--- config.mk ---
export PLATFORM = sky130hd
export DESIGN_NAME = step_spread
export DESIGN_NICKNAME = d
export VERILOG_FILES = /design/src/rtl/step_spread.sv
export SDC_FILE = /design/constraint.sdc
export NUM_CORES = 1
export LEC_CHECK = 0
export ABC_AREA = 1
export BUFFER_PORTS_ARGS = -buffer_cell sky130_fd_sc_hd__clkbuf_2
export CAP_MARGIN = 0
export CORE_MARGIN = 2
export CORE_UTILIZATION = 55
export DETAILED_ROUTE_END_ITERATION = 6
export GPL_TIMING_DRIVEN = 0
export PLACE_DENSITY = 0.71
export SLEW_MARGIN = 10
export SYNTH_ARGS = -nofsm -noshare
export SYNTH_HDL_FRONTEND = slang
export SYNTH_SLANG_ARGS = --single-unit
--- constraint.sdc ---
create_clock -name clk -period 7.1 [get_ports clk]
set_input_delay 0 -clock clk [delete_from_list [all_inputs] [get_ports clk]]
set_output_delay 0 -clock clk [all_outputs]
set_load 0.005 [all_outputs]
--- src/rtl/step_spread.sv ---
module step_spread #(
  parameter int NCH = 4,
  parameter int XW  = 16
) (
  input  logic                       clk,
  input  logic                       rst_n,
  input  logic                       tick,
  input  logic                       cfg_we,
  input  logic [$clog2(NCH+1)-1:0]   cfg_addr,
  input  logic [XW-1:0]              cfg_data,
  output logic [NCH-1:0]             step,
  output logic                       wend
);
  localparam int AW = $clog2(NCH+1);
  localparam int DW = XW + 1;
  localparam int CW = XW + 2;
  localparam logic [XW:0] ONE = 1;

  logic [XW-1:0]                x_sh;
  logic [NCH-1:0][XW-1:0]       y_sh;
  logic [DW-1:0]                dx_q;
  logic [NCH-1:0][DW-1:0]       dy_q;
  logic [NCH-1:0][CW-1:0]       acc_q;
  logic [XW-1:0]                cnt_q;
  logic [NCH-1:0]               step_q;
  logic                         wend_q;

  logic              at_start, last;
  logic [DW-1:0]     dx_use;
  logic [NCH-1:0]    hit;

  assign at_start = (cnt_q == '0);
  assign dx_use   = at_start ? {x_sh, 1'b0} : dx_q;
  assign last     = (dx_use != '0) && (({1'b0, cnt_q} + ONE) == {1'b0, dx_use[DW-1:1]});

  always_ff @(posedge clk) begin
    if (!rst_n) begin
      x_sh <= '0;
    end else if (cfg_we && cfg_addr == '0) begin
      x_sh <= cfg_data;
    end
  end

  always_ff @(posedge clk) begin
    if (!rst_n) begin
      dx_q   <= '0;
      cnt_q  <= '0;
      wend_q <= 1'b0;
    end else begin
      wend_q <= tick & last;
      if (tick) begin
        if (at_start) dx_q <= dx_use;
        cnt_q <= (last || dx_use == '0) ? '0 : cnt_q + 1'b1;
      end
    end
  end

  for (genvar g = 0; g < NCH; g++) begin : g_ch
    logic [XW-1:0] y_cl;
    logic [DW-1:0] dy_use;
    logic [CW-1:0] acc_in, sum, acc_nx;

    assign y_cl   = (y_sh[g] > x_sh) ? x_sh : y_sh[g];
    assign dy_use = at_start ? {y_cl, 1'b0} : dy_q[g];
    assign acc_in = at_start ? {2'b00, dx_use[DW-1:1]} : acc_q[g];
    assign sum    = acc_in + {1'b0, dy_use};
    assign hit[g] = (dx_use != '0) && (sum >= {1'b0, dx_use});
    assign acc_nx = hit[g] ? sum - {1'b0, dx_use} : sum;

    always_ff @(posedge clk) begin
      if (!rst_n) begin
        y_sh[g] <= '0;
      end else if (cfg_we && cfg_addr == AW'(g + 1)) begin
        y_sh[g] <= cfg_data;
      end
    end

    always_ff @(posedge clk) begin
      if (!rst_n) begin
        dy_q[g]   <= '0;
        acc_q[g]  <= '0;
        step_q[g] <= 1'b0;
      end else begin
        step_q[g] <= tick & hit[g];
        if (tick) begin
          acc_q[g] <= acc_nx;
          if (at_start) dy_q[g] <= dy_use;
        end
      end
    end
  end

  assign step = step_q;
  assign wend = wend_q;
endmodule


==> impl_results.md <==
- Top cell type by total area after synthesis: dfxtp_1
- Hold Fails Final Rpt: 0
- Via count: roughly 23,000
- Cell Pwr Density: about 430 mW/mm2
- Setup CP Type: flip-flop to flip-flop
- Yosys top cell area share: 0.248
- Multi-input gate area: 0.0135 mm2
- Die height: 199 um
- Wirelength, routed: about 81,000 um
- Mapped Area: 0.0208 mm2
- Post-Synth Simple-Gate Area: 0.241
- Yosys cell types: 57
- Share of cells above drive strength 1: 0.0777
- Clk Latency, worst-skew pair: 0.61 ns
- Post-Syn Instances: approximately 3,100
- Syn_nets: 3,377
- Area growth, synth to finish: 12.8%
- CP arrival: 7.20 ns
- Fin util: 0.627
- Setup TNS Final: 0 ns
- TritonCTS clock tree: yes
- Number of global-route vias before repair: 20,844
- Post-Synth XOR/XNOR Area: 0.0530
- Post-synthesis compound-gate area fraction: 0.219
- DR iter-0 viols: 2,391
- TritonCTS buffer count: 30
- Register area share after synthesis: 0.248
- Tot GR Track Use: 0.404
- Synth Register Bits: approximately 260
- I/O pins: 28
- Maximum clock frequency: around 150 MHz
- Port Buf Inserts: 26
- Main combinational cell family by area after synthesis: simple AND/OR/NAND/NOR gates
- Tightest Pin Transition: 1.37 ns
- Largest net degree at the start of global routing: 17
- H-tree depth: 1
- CP Launch Type: flip-flop
- DP Wirelength: between 60,000 and 70,000 um
- Slowest stage delay, CP: 0.48 ns
- Maximum vdd drop: 0.000227 V
- Clk Tree Root Cell: clkbuf_16
- Die width: 199 um
- Antenna violations before repair: 0
- Failing checks: design-rule violations
- Max Cap Viol: 0
- HP Class: primary input to flip-flop
- Final setup vio count: 0
- Post-DRT Antenna Nets: 0
- Non-Filler Instances: 3,794
- Crit end category: flip-flop
- Crit Path Max Fanout: 10
- Setup Skew: slightly below 0.01 ns
- Storage cell area: 0.00517 mm2
- DR WL/cell: 21.4 um
- Critical Path RT: 7.56 ns
- Synth top area cells: dfxtp_1 (25%), ha_1 (12%), nand2_1 (11%), inv_1 (7.8%), a21oi_1 (7.5%)
- DR pass1 iterations: 7
- Clock Sinks: 258
- Initial cell density of the core: 0.556
- Minimum clock period: between 6 and 7 ns
- Fillers: 3,566
- # nets final: approximately 3,500
- CTS Buffer Depth: 3
- DRC Markers: 1
- Placed cell count: 3,684
- FP Rows: 71
- Critical path's slowest cell: dfxtp_1
- Full die area: 0.0395 mm2
- Final worst-path cycle share: 0.949
- Post-synthesis mux area share: 0
- Slew headroom: 0.0792
- Core area: 0.0375 mm2
- Clock transition at path regs: 0.06 ns
- N_diodes: 0
- Synthesized area per cell: 6.62 um2
- YS warnings: 0
- Final Max Slew Viols: 0
- Congestion Overflow GR: 0
- Adder-cell share of the synthesized area: 0.128
- Leak: approximately 11 nW
- First-pass GRT wire length: 120,000 um
- Final Total Pwr: 10.2 mW
- Via-per-instance ratio: approximately 6.0
- Routability cong.: 1.02
- Status: finished, violations left
==> metal layers <==
layer  up-vias  wire, um  share of wire  GRT usage
met1     10412     33000           0.41      0.535
met5         -         0              0          0
met3       259      8190           0.10     0.0621
met2      1181     34700           0.43      0.634
met4         0      5380          0.066      0.217
li1      10814         -              -          -
==> power by group <==
part           switching (mW)  internal [mW]  total [mW]  leakage [nW]
Clock                   0.690          0.948        1.64         0.502
Combinational            4.34           2.42        6.77          8.53
Sequential              0.137           1.67        1.81          2.11
==> cell usage after synthesis (all sizes together) <==
| cell | count |
|---|---|
| o21bai | 8 |
| nand4 | 43 |
| inv | 450 |
| ha | 200 |
| xor2 | 74 |
| a21oi | 313 |
| o211ai | 51 |
| xnor2 | 52 |
| buf | 33 |
| nor2 | 228 |
| clkinv | 7 |
| o221a | 1 |
| fa | 8 |
| clkbuf | 93 |
| a21o | 8 |
| a221oi | 1 |
| nand3b | 9 |
| or2 | 7 |
| o31ai | 10 |
| a31o | 3 |
| nand3 | 235 |
| o211a | 1 |
| o21ai | 316 |
| o21a | 13 |
| a211oi | 3 |
| a21boi | 3 |
| o41ai | 1 |
| nor4b | 1 |
| dfxtp | 258 |
| nand2 | 597 |
| o311a | 1 |
| o2111ai | 1 |
| and3 | 2 |
| o311ai | 2 |
| o221ai | 4 |
| a31oi | 13 |
| nor4 | 12 |
| nor3 | 31 |
| o32ai | 53 |
==> layout by cell type, fill, tap and decap left out, drive strengths merged, types with 43 or more instances in the layout <==
cell	count
inv	438
buf	58
o32ai	53
xnor2	52
o211ai	51
nand2	598
nor2	228
clkbuf	160
o21ai	316
nand3	236
ha	200
nand4	43
xor2	74
dfxtp	258
a21oi	313
==> cells by family (layout without fill, tap and decap cells) <==
| group | count (synthesis) | count (layout) |
|---|---|---|
| and+or+nand+nor | 1165 | 1167 |
| AOI/OAI and AO/OA | 806 | 806 |
| buffers and inverters | 583 | 718 |
| DFF | 258 | 258 |
| adders and majority gates | 208 | 208 |
| xor gates and xnor gates | 126 | 126 |
==> through the flow <==
step	setup WS [ns]	hold slack [ns]	cell area, um2
after floorplan	1.48	0.135	20800
after global routing	-0.0472	0.182	23500
final	0.365	0.132	23500
after global placement	-0.327	0.338	21600
after CTS	0.0193	0.128	23100
after detailed placement	-0.441	0.355	21600
==> critical path: cells and delay by family, from the launching register on <==
kind	cells	cell delay (ns)
compound gates	11	1.97
xor+xnor	1	0.18
fa+ha+maj	3	0.84
buf+inv	7	1.10
flops	1	0.48
simple gates	14	2.00
==> state kept, by name, indices dropped and copies added (netlist names) <==
| register | count |
|---|---|
| acc_q | 72 |
| dy_q | 68 |
| y_sh | 64 |
| dx_q | 17 |
| cnt_q | 16 |
| x_sh | 16 |
| step | 4 |
| wend | 1 |
==> final cells by class <==
class | instances | area share
Sequential cell | 258 | 0.220
Clock inverter | 16 | 0.00809
Inverter | 457 | 0.0754
Tap cell | 511 | 0.0272
Timing Repair Buffer | 81 | 0.0313
Clock buffer | 39 | 0.0359
Buffer | 125 | 0.0260
Multi-Input combinational cell | 2307 | 0.576
==> timing repair <==
item	4_1_cts	5_1_grt
hold buffers	27	0
resized for setup	20	83
setup endpoints to repair	56	76
endpoints found under the hold margin	80	0
gates cloned	1	1
pin swaps	2	10
buffers inserted	9	18
==> path summary, 6_finish.rpt <==
path | from | to | slack [ns] | cells past startpoint
min reg2reg | dy_q[0] | dy_q[0] | 0.46 | 2
max reg2reg | x_sh[12] | acc_q[34] | 0.37 | 36
min | rst_n | acc_q[64] | 0.13 | 4
max | x_sh[12] | acc_q[34] | 0.37 | 36
Power figures use the tool's default switching activity.
